===== config.mk =====
export PLATFORM = sky130hd
export DESIGN_NAME = cmp_ctrl_top
export DESIGN_NICKNAME = d
export VERILOG_FILES = /design/src/rtl/cmp_pkg.sv /design/src/rtl/cmp_inmux.sv /design/src/rtl/cmp_sync2.sv /design/src/rtl/cmp_settle.sv /design/src/rtl/cmp_chan.sv /design/src/rtl/cmp_ctrl_top.sv
export SDC_FILE = /design/constraint.sdc
export NUM_CORES = 1
export LEC_CHECK = 0
export BUFFER_PORTS_ARGS = -buffer_cell sky130_fd_sc_hd__clkbuf_2
export CAP_MARGIN = 20
export CORE_UTILIZATION = 40
export DETAILED_ROUTE_END_ITERATION = 8
export GPL_TIMING_DRIVEN = 0
export PLACE_DENSITY = 0.68
export SLEW_MARGIN = 40
export SYNTH_ARGS = -nofsm -noshare
export SYNTH_HDL_FRONTEND = slang
export SYNTH_SLANG_ARGS = --single-unit

===== constraint.sdc =====
create_clock -name clk -period 4.05 [get_ports clk]
set_clock_uncertainty 0.1 [all_clocks]
set_input_delay 0.81 -clock clk [delete_from_list [all_inputs] [get_ports clk]]
set_output_delay 0.81 -clock clk [all_outputs]
set_load 0.05 [all_outputs]

===== src/rtl/cmp_pkg.sv =====
package cmp_pkg;
  localparam int B_EN   = 5;
  localparam int B_PSEL = 4;
  localparam int B_NSEL = 3;
  localparam int B_OE   = 2;
  localparam int B_STAT = 1;
  localparam int B_FLAG = 0;

  typedef struct packed {
    logic en;
    logic psel;
    logic nsel;
    logic oe;
  } cmp_cfg_t;
endpackage


===== src/rtl/cmp_inmux.sv =====
module cmp_inmux #(
  parameter int VW = 8
) (
  input  logic [VW-1:0] in_a,
  input  logic [VW-1:0] in_b,
  input  logic [VW-1:0] ref_ext,
  input  logic [VW-1:0] ref_int,
  input  logic          psel,
  input  logic          nsel,
  input  logic          en,
  output logic          raw
);
  logic [VW-1:0] pos_lvl;
  logic [VW-1:0] neg_lvl;

  always_comb begin
    pos_lvl = psel ? in_b : in_a;
    neg_lvl = nsel ? ref_int : ref_ext;
    raw     = en & (pos_lvl > neg_lvl);
  end
endmodule


===== src/rtl/cmp_sync2.sv =====
module cmp_sync2 (
  input  logic clk,
  input  logic rst_n,
  input  logic d,
  output logic q
);
  logic s1_q;
  logic s2_q;

  always_ff @(posedge clk or negedge rst_n) begin
    if (!rst_n) begin
      s1_q <= 1'b0;
      s2_q <= 1'b0;
    end else begin
      s1_q <= d;
      s2_q <= s1_q;
    end
  end

  assign q = s2_q;
endmodule


===== src/rtl/cmp_settle.sv =====
module cmp_settle #(
  parameter int SETTLE_CYC = 16
) (
  input  logic clk,
  input  logic rst_n,
  input  logic en_cur,
  input  logic en_nxt,
  output logic ready
);
  localparam int CW = $clog2(SETTLE_CYC + 1);

  logic [CW-1:0] cnt_q;
  logic [CW-1:0] cnt_d;

  always_comb begin
    cnt_d = cnt_q;
    if (!en_nxt)
      cnt_d = '0;
    else if (!en_cur)
      cnt_d = CW'(SETTLE_CYC);
    else if (cnt_q != '0)
      cnt_d = cnt_q - 1'b1;
  end

  always_ff @(posedge clk or negedge rst_n) begin
    if (!rst_n) cnt_q <= '0;
    else        cnt_q <= cnt_d;
  end

  assign ready = en_cur & (cnt_q == '0);
endmodule


===== src/rtl/cmp_chan.sv =====
module cmp_chan
  import cmp_pkg::*;
#(
  parameter int VW         = 8,
  parameter int SETTLE_CYC = 16
) (
  input  logic          clk,
  input  logic          rst_n,
  input  logic          wr,
  input  logic [7:0]    wr_data,
  input  logic [VW-1:0] in_a,
  input  logic [VW-1:0] in_b,
  input  logic [VW-1:0] ref_ext,
  input  logic [VW-1:0] ref_int,
  input  logic          irq_en,
  input  logic          glb_irq_en,
  output logic [7:0]    rd,
  output logic          pin,
  output logic          irq
);
  cmp_cfg_t cfg_q;
  cmp_cfg_t cfg_d;
  logic     stat_q, stat_d;
  logic     flag_q, flag_d;
  logic     raw;
  logic     synced;
  logic     ready;

  always_comb begin
    cfg_d = cfg_q;
    if (wr) begin
      cfg_d.en   = wr_data[B_EN];
      cfg_d.psel = wr_data[B_PSEL];
      cfg_d.nsel = wr_data[B_NSEL];
      cfg_d.oe   = wr_data[B_OE];
    end
  end

  always_ff @(posedge clk or negedge rst_n) begin
    if (!rst_n)  cfg_q <= '0;
    else if (wr) cfg_q <= cfg_d;
  end

  cmp_inmux #(.VW(VW)) u_mux (
    .in_a(in_a), .in_b(in_b), .ref_ext(ref_ext), .ref_int(ref_int),
    .psel(cfg_q.psel), .nsel(cfg_q.nsel), .en(cfg_q.en), .raw(raw)
  );

  cmp_sync2 u_sync (.clk(clk), .rst_n(rst_n), .d(raw), .q(synced));

  cmp_settle #(.SETTLE_CYC(SETTLE_CYC)) u_settle (
    .clk(clk), .rst_n(rst_n), .en_cur(cfg_q.en), .en_nxt(cfg_d.en),
    .ready(ready)
  );

  always_comb begin
    stat_d = stat_q;
    flag_d = flag_q;
    if (!cfg_d.en) begin
      stat_d = 1'b0;
      flag_d = 1'b0;
    end else begin
      if (ready) stat_d = synced;
      if (ready && (synced != stat_q))
        flag_d = 1'b1;
      else if (wr && !wr_data[B_FLAG])
        flag_d = 1'b0;
    end
  end

  always_ff @(posedge clk or negedge rst_n) begin
    if (!rst_n) begin
      stat_q <= 1'b0;
      flag_q <= 1'b0;
    end else begin
      stat_q <= stat_d;
      flag_q <= flag_d;
    end
  end

  always_comb begin
    rd         = '0;
    rd[B_EN]   = cfg_q.en;
    rd[B_PSEL] = cfg_q.psel;
    rd[B_NSEL] = cfg_q.nsel;
    rd[B_OE]   = cfg_q.oe;
    rd[B_STAT] = stat_q;
    rd[B_FLAG] = flag_q;
  end

  assign pin = raw & cfg_q.oe & cfg_q.en;
  assign irq = flag_q & irq_en & glb_irq_en;
endmodule


===== src/rtl/cmp_ctrl_top.sv =====
module cmp_ctrl_top #(
  parameter int N_CMP      = 2,
  parameter int VW         = 8,
  parameter int SETTLE_CYC = 16
) (
  input  logic                clk,
  input  logic                rst_n,
  input  logic [N_CMP-1:0]    wr_en,
  input  logic [7:0]          wr_data,
  input  logic [N_CMP*VW-1:0] in_a,
  input  logic [N_CMP*VW-1:0] in_b,
  input  logic [VW-1:0]       ref_ext,
  input  logic [VW-1:0]       ref_int,
  input  logic [N_CMP-1:0]    irq_en,
  input  logic                glb_irq_en,
  output logic [N_CMP*8-1:0]  rd_data,
  output logic [N_CMP-1:0]    cmp_pin,
  output logic [N_CMP-1:0]    irq
);
  for (genvar i = 0; i < N_CMP; i++) begin : g_ch
    cmp_chan #(.VW(VW), .SETTLE_CYC(SETTLE_CYC)) u_ch (
      .clk(clk), .rst_n(rst_n), .wr(wr_en[i]), .wr_data(wr_data),
      .in_a(in_a[i*VW +: VW]), .in_b(in_b[i*VW +: VW]),
      .ref_ext(ref_ext), .ref_int(ref_int),
      .irq_en(irq_en[i]), .glb_irq_en(glb_irq_en),
      .rd(rd_data[i*8 +: 8]), .pin(cmp_pin[i]), .irq(irq[i])
    );
  end
endmodule


==> results of run 1 <==
where the power goes:
| part | total (mW) | switching [mW] | internal [mW] |
|---|---|---|---|
| Sequential | 0.331 | 0.0296 | 0.302 |
| Clock | 0.216 | 0.0839 | 0.132 |
| Combinational | 0.436 | 0.232 | 0.204 |
cell usage in the layout (no fill, tap or decap), drive strengths merged, types with 6 or more instances in the layout:
cell type	netlist	final
mux2i	20	20
xnor2	6	6
inv	8	8
mux2	22	22
clkbuf	0	78
buf	24	24
dfrtp	26	26
nor2	12	12
nand4	6	6
ha	20	20
a21oi	8	8
kinds of logic after synthesis:
group,Yosys count,synth area share
XOR/XNOR,8,0.0343
AND/OR/NAND/NOR,46,0.142
flip-flops,26,0.318
adder cells (fa/ha/maj),20,0.122
other,1,0.00183
AO/OA/AOI/OAI,18,0.0612
buffers and inverters,32,0.0979
multiplexers,42,0.223
state kept, by name, indices dropped and copies added, names as in the netlist:
register	cells
g_ch.u_ch.rd	8
g_ch.u_ch.u_sync.s1_q	2
g_ch.u_ch.flag_q	2
g_ch.u_ch.stat_q	2
g_ch.u_ch.u_sync.q	2
g_ch.u_ch.u_settle.cnt_q	10
critical path, cell delays in order (launching register included):
cell and delay [ps]:
dfrtp_1 350, buf_2 230, mux2_2 360, ha_1 300, a211o_1 260, o211ai_1 110
nand4_1 170, and4_1 230, buf_4 120, clkbuf_2 220
metal layers:
| metal | GRT usage | vias up | wire length, µm |
|---|---|---|---|
| li1 | - | 834 | - |
| met1 | 0.200 | 750 | 1780 |
| met2 | 0.278 | 57 | 2080 |
| met3 | 0.0261 | 4 | 250 |
| met4 | 0.0449 | 0 | 40 |
| met5 | 0 | - | 0 |
final timing paths:
| check | startpoint | endpoint | depth (start not counted) |
|---|---|---|---|
| max reg2reg | g_ch[0].u_ch.rd[4] | g_ch[0].u_ch.u_sync.s1_q | 7 |
| max in group asynchronous | rst_n | g_ch[0].u_ch.rd[4] | 1 |
| min | g_ch[1].u_ch.u_sync.s1_q | g_ch[1].u_ch.u_sync.q | 0 |
| min reg2reg | g_ch[1].u_ch.u_sync.s1_q | g_ch[1].u_ch.u_sync.q | 0 |
| min in group asynchronous | rst_n | g_ch[1].u_ch.u_settle.cnt_q[2] | 1 |
| max | g_ch[0].u_ch.rd[4] | cmp_pin[0] | 9 |
per-stage QoR:
stage,util,setup slack (ps)
global placement,0.522,605
floorplan,-,944
CTS,0.537,509
detailed placement,0.522,593
finish,0.537,506
global route,0.537,316
final cells by class:
type | instances | area [µm²] | area share
buffer | 24 | 170 | 0.0658
sequential | 26 | 651 | 0.251
timing repair buffer | 75 | 375 | 0.145
tap | 67 | 83.8 | 0.0324
clock buffer | 3 | 41.3 | 0.0160
multi-input combinational | 138 | 1210 | 0.466
inverter | 8 | 30.0 | 0.0116
clock inverter | 1 | 30.0 | 0.0116
==> results.ini, run 1 <==
[clock_network]
cts-root-buf = clkbuf_8
postCtsResizedCells = 0
hold_buffers = 0
cts_buffers = 3
cts_max_path_buffers = 2
cts.sinks = 26
cts_tree = yes
h-tree-depth = 1
insertion_delay_ps = 270
clk_pin_slew_worst_paths_ps = 90
postCtsSetupBuffers = 0

[floorplan]
dieArea_um2 = 5400
pin_count = 83
core_area_um2 = 4820
start_util = 0.425
die_w_um = 73.5
die_y_um = 73.5
num_rows = 25

[global_routing]
grt_overflow = 0
grt_antenna_before_repair = 0
grt_pass1_wl_um = 6650
grt_use_total = 0.159
grt_max_degree = 27
grt_pass1_vias = 1520

[power_and_ir_drop]
power_mw = 0.983
vdd_drop_max_mv = 0.130
power_density_nw_per_um2 = 380
power.leakage_nw = 1.38

[timing]
slew_viol_final = 0
finalSetupTns_ps = 0
fin_crit_ps = 3540
maxSlewHeadroom = 0.572
whs_ps = 256
report.final.hold_viol_count = 0
tightest_slew_ps = 642
fmax_mhz = 282
rsz0062_at_grt = no
period_share = 0.875
finalSetupViolCount = 0

[placed_design]
hpwl_um = 3520
port_buffers = 75
place_congestion = 0.792
postPlaceCellArea_um2 = 2520
dp.cells = 338

[layout]
finalInstanceArea_um2 = 2590
num-fill-cells = 448
layout.cells.non_filler = 342
antenna_cells = 0
layout.nets = 359
layout-drive-gt1-share = 0.484
syn2layout_area_growth_pct = 26.5

[yosys]
syn-cell-area_um2 = 2050
syn_inst = 193
synth_edf_count = 0
syn_area_per_cell_um2 = 10.6
synth-seq-cells = 26
seq_area_frac_synth = 0.318
synth-async-reset-ratio = 1.00
synth_top_area_share = 0.318
ys_top_cells_by_area = dfrtp_1, ha_1, mux2_2
synth.largest_area_cell = dfrtp_1
synth.most_common_cell = dfrtp_1
synth_commonest_cells = dfrtp_1, mux2_2, buf_4, ha_1, mux2i_1
ys.flop_type = dfrtp_1
ys_warn_count = 0
ys_types = 30

[route]
finalWirelength_um = 4150
postRouteAntennaNets = 0
drt-initial-drc-count = 58
wl_per_cell_um = 12.1
via_per_inst = 4.81
firstDrtPassIters = 4
drcViolationCount = 0
routed-via-count = 1645

[run]
maxCapViolCount = 0

[min_path]
hp-class = reg -> reg

[critical_path]
required_ps = 3140
regToRegSetupSlack_ps = 1850
arrival_ps = 2630
end_kind = output pin
crit_fanout = 9
worst-setup-path-type = reg -> out
worst_setup_path_start_kind = flop

[run_status]
outcome = finished clean

(Power assumes the default switching activity.)
==> run 2, diff against run 1 <==
--- a/config.mk
+++ b/config.mk
@@ -7,8 +7,7 @@
 export LEC_CHECK = 0
-export BUFFER_PORTS_ARGS = -buffer_cell sky130_fd_sc_hd__clkbuf_2
-export CAP_MARGIN = 20
+export CAP_MARGIN = 40
 export CORE_UTILIZATION = 40
 export DETAILED_ROUTE_END_ITERATION = 8
+export DONT_BUFFER_PORTS = 1
 export GPL_TIMING_DRIVEN = 0
-export PLACE_DENSITY = 0.68
 export SLEW_MARGIN = 40
==> constraint.sdc (replaced) <==
create_clock -name clk -period 4.05 [get_ports clk]
set_clock_uncertainty 0.1 [all_clocks]
set_input_delay 0 -clock clk [delete_from_list [all_inputs] [get_ports clk]]
set_output_delay 0 -clock clk [all_outputs]
set_load 0.05 [all_outputs]
==> results.ini, run 2 (synthesized netlist as in run 1, its figures left out) <==
[critical_path]
end_kind = output pin
worstSetupStartpoint = g_ch[0].u_ch.rd[4]
r2r-start = g_ch[0].u_ch.rd[4]
worst_setup_path_start_kind = flop
required_ps = 3950  ; +810 ps
critPathMaxStageDelay_ps = 370  ; about the same
crit_path_top_delay_cell = mux2_2
path_cells = buf_2 > mux2_2 > ha_1 > a211o_1 > o211ai_1 > nand4_1 > and4_1 > buf_4
regToRegSetupSlack_ps = 1860  ; about the same
worst-setup-path-type = reg -> out
cp.depth = 8  ; -1
crit_buf_inv = 2  ; -1
arrival_ps = 2480  ; -150 ps
reg2regPathDepth = 7  ; unchanged
crit_fanout = 9  ; unchanged
critPathTopFamily = buffers and inverters

[route]
firstDrtPassIters = 4  ; unchanged
postRouteAntennaNets = 0  ; unchanged
drt-initial-drc-count = 52  ; -10%
drcViolationCount = 0  ; unchanged
routed-via-count = 1414  ; -14%
finalWirelength_um = 4000  ; -3.7%
via_per_inst = 5.07  ; +5.4%
wl_per_cell_um = 14.3  ; +18%

[clock_network]
insertion_delay_ps = 270  ; about the same
clk_pin_slew_worst_paths_ps = 90  ; about the same
cts_tree = yes
cts.sinks = 26  ; unchanged
postCtsSetupBuffers = 0  ; unchanged
cts_max_path_buffers = 2  ; unchanged
cts_buffers = 3  ; unchanged
cts-root-buf = clkbuf_8
h-tree-depth = 1  ; unchanged

[layout]
largest_reg_flops = 10  ; unchanged
multiInputGateArea_um2 = 1210  ; unchanged
layout.nets = 296  ; -18%
regMostFlops = g_ch.u_ch.u_settle.cnt_q
final_common_cell = dfrtp_1
num-fill-cells = 474  ; +5.8%
syn2layout_area_growth_pct = 14.5
antenna_cells = 0  ; unchanged
layout_common_cells = dfrtp_1, mux2_2, buf_4, ha_1, mux2i_1
seqCellArea_um2 = 651  ; unchanged
finalInstanceArea_um2 = 2340  ; -9.5%
layout-drive-gt1-share = 0.278  ; -0.205

[floorplan]
start_util = 0.425  ; unchanged
num_rows = 25  ; unchanged
die_y_um = 73.5  ; unchanged
dieArea_um2 = 5400  ; unchanged
pin_count = 83  ; unchanged
die_w_um = 73.5  ; unchanged
core_area_um2 = 4820  ; unchanged

[global_routing]
grt_antenna_before_repair = 0  ; unchanged
grt_pass1_vias = 1382  ; -9.1%
grt_max_degree = 27  ; unchanged
grt_use_total = 0.153  ; -0.00537
grt_overflow = 0  ; unchanged
grt_pass1_wl_um = 6210  ; -6.6%

[placed_design]
place_congestion = 0.791  ; -0.24%
pre_cts_ws_ps = 1770  ; +1180 ps
port_buffers = 0  ; -100%
postPlaceCellArea_um2 = 2140  ; -15%
hpwl_um = 3230  ; -8.2%

[run]
maxCapViolCount = 0  ; unchanged

[timing]
finalSetupTns_ps = 0  ; unchanged
tightest_slew_ps = 513  ; -129 ps
fin_crit_ps = 2580  ; -965 ps
rsz0062_at_grt = no
period_share = 0.637  ; -0.238
fmax_mhz = 388  ; +37%
finalSetupViolCount = 0  ; unchanged
report.final.hold_viol_count = 0  ; unchanged
maxSlewHeadroom = 0.658  ; +0.0861
slew_viol_final = 0  ; unchanged
layout_setup_ws_ps = 1470  ; +965 ps
whs_ps = 55.5  ; -200 ps

[power_and_ir_drop]
vdd_drop_max_mv = 0.155  ; +19%
power_density_nw_per_um2 = 409  ; +7.5%
power.leakage_nw = 1.13  ; -19%

[run_status]
outcome = finished clean

[min_path]
hp-class = in -> async

-- run 2: changes by cell type in the layout (fill, tap and decap cells not counted), sizes merged --
cell | previous run | this run
buf | 24 | 25
clkbuf | 78 | 3
dlygate4sd3 | 0 | 11
-- run 2: repair_timing --
item / in CTS / in global routing
gates resized for setup: 0 / 0
hold endpoints to repair: 42 / 0
hold buffers: 12 / 0
-- run 2: final cells by class --
class / instances / share of cell area
buffer: 24 / 0.0726
inverter: 8 / 0.0128
tap: 67 / 0.0358
clock inverter: 1 / 0.0128
timing repair buffer: 12 / 0.0556
sequential: 26 / 0.278
clock buffer: 3 / 0.0176
multi-input combinational: 138 / 0.515
-- run 2: stage by stage --
stage | power (mW) | cells | utilization
after floorplan | 0.674 | 196 | -
after global placement | 0.724 | 263 | 0.444
after detailed placement | 0.729 | 263 | 0.444
after CTS | 0.968 | 279 | 0.486
after global routing | 1.02 | 279 | 0.486
final | 0.957 | 279 | 0.486
-- run 2: per-layer routing --
metal	GRT usage	vias up	share of wire
met5	0	-	0
met4	0.0513	0	0.014
met3	0.0329	5	0.083
met2	0.274	70	0.48
met1	0.181	634	0.42
li1	-	705	-
-- run 2: final timing paths --
kind	end
max	cmp_pin[0]
min	g_ch[0].u_ch.u_settle.cnt_q[1]
max reg2reg	g_ch[0].u_ch.u_sync.s1_q
min reg2reg	g_ch[0].u_ch.u_sync.q
max in group asynchronous	g_ch[1].u_ch.rd[5]
min in group clk	g_ch[0].u_ch.u_sync.s1_q
-- run 2: power by group --
group	switching [mW]	leakage (nW)	internal, mW
Combinational	0.216	0.754	0.188
Clock	0.0829	0.0357	0.132
Sequential	0.0369	0.335	0.301
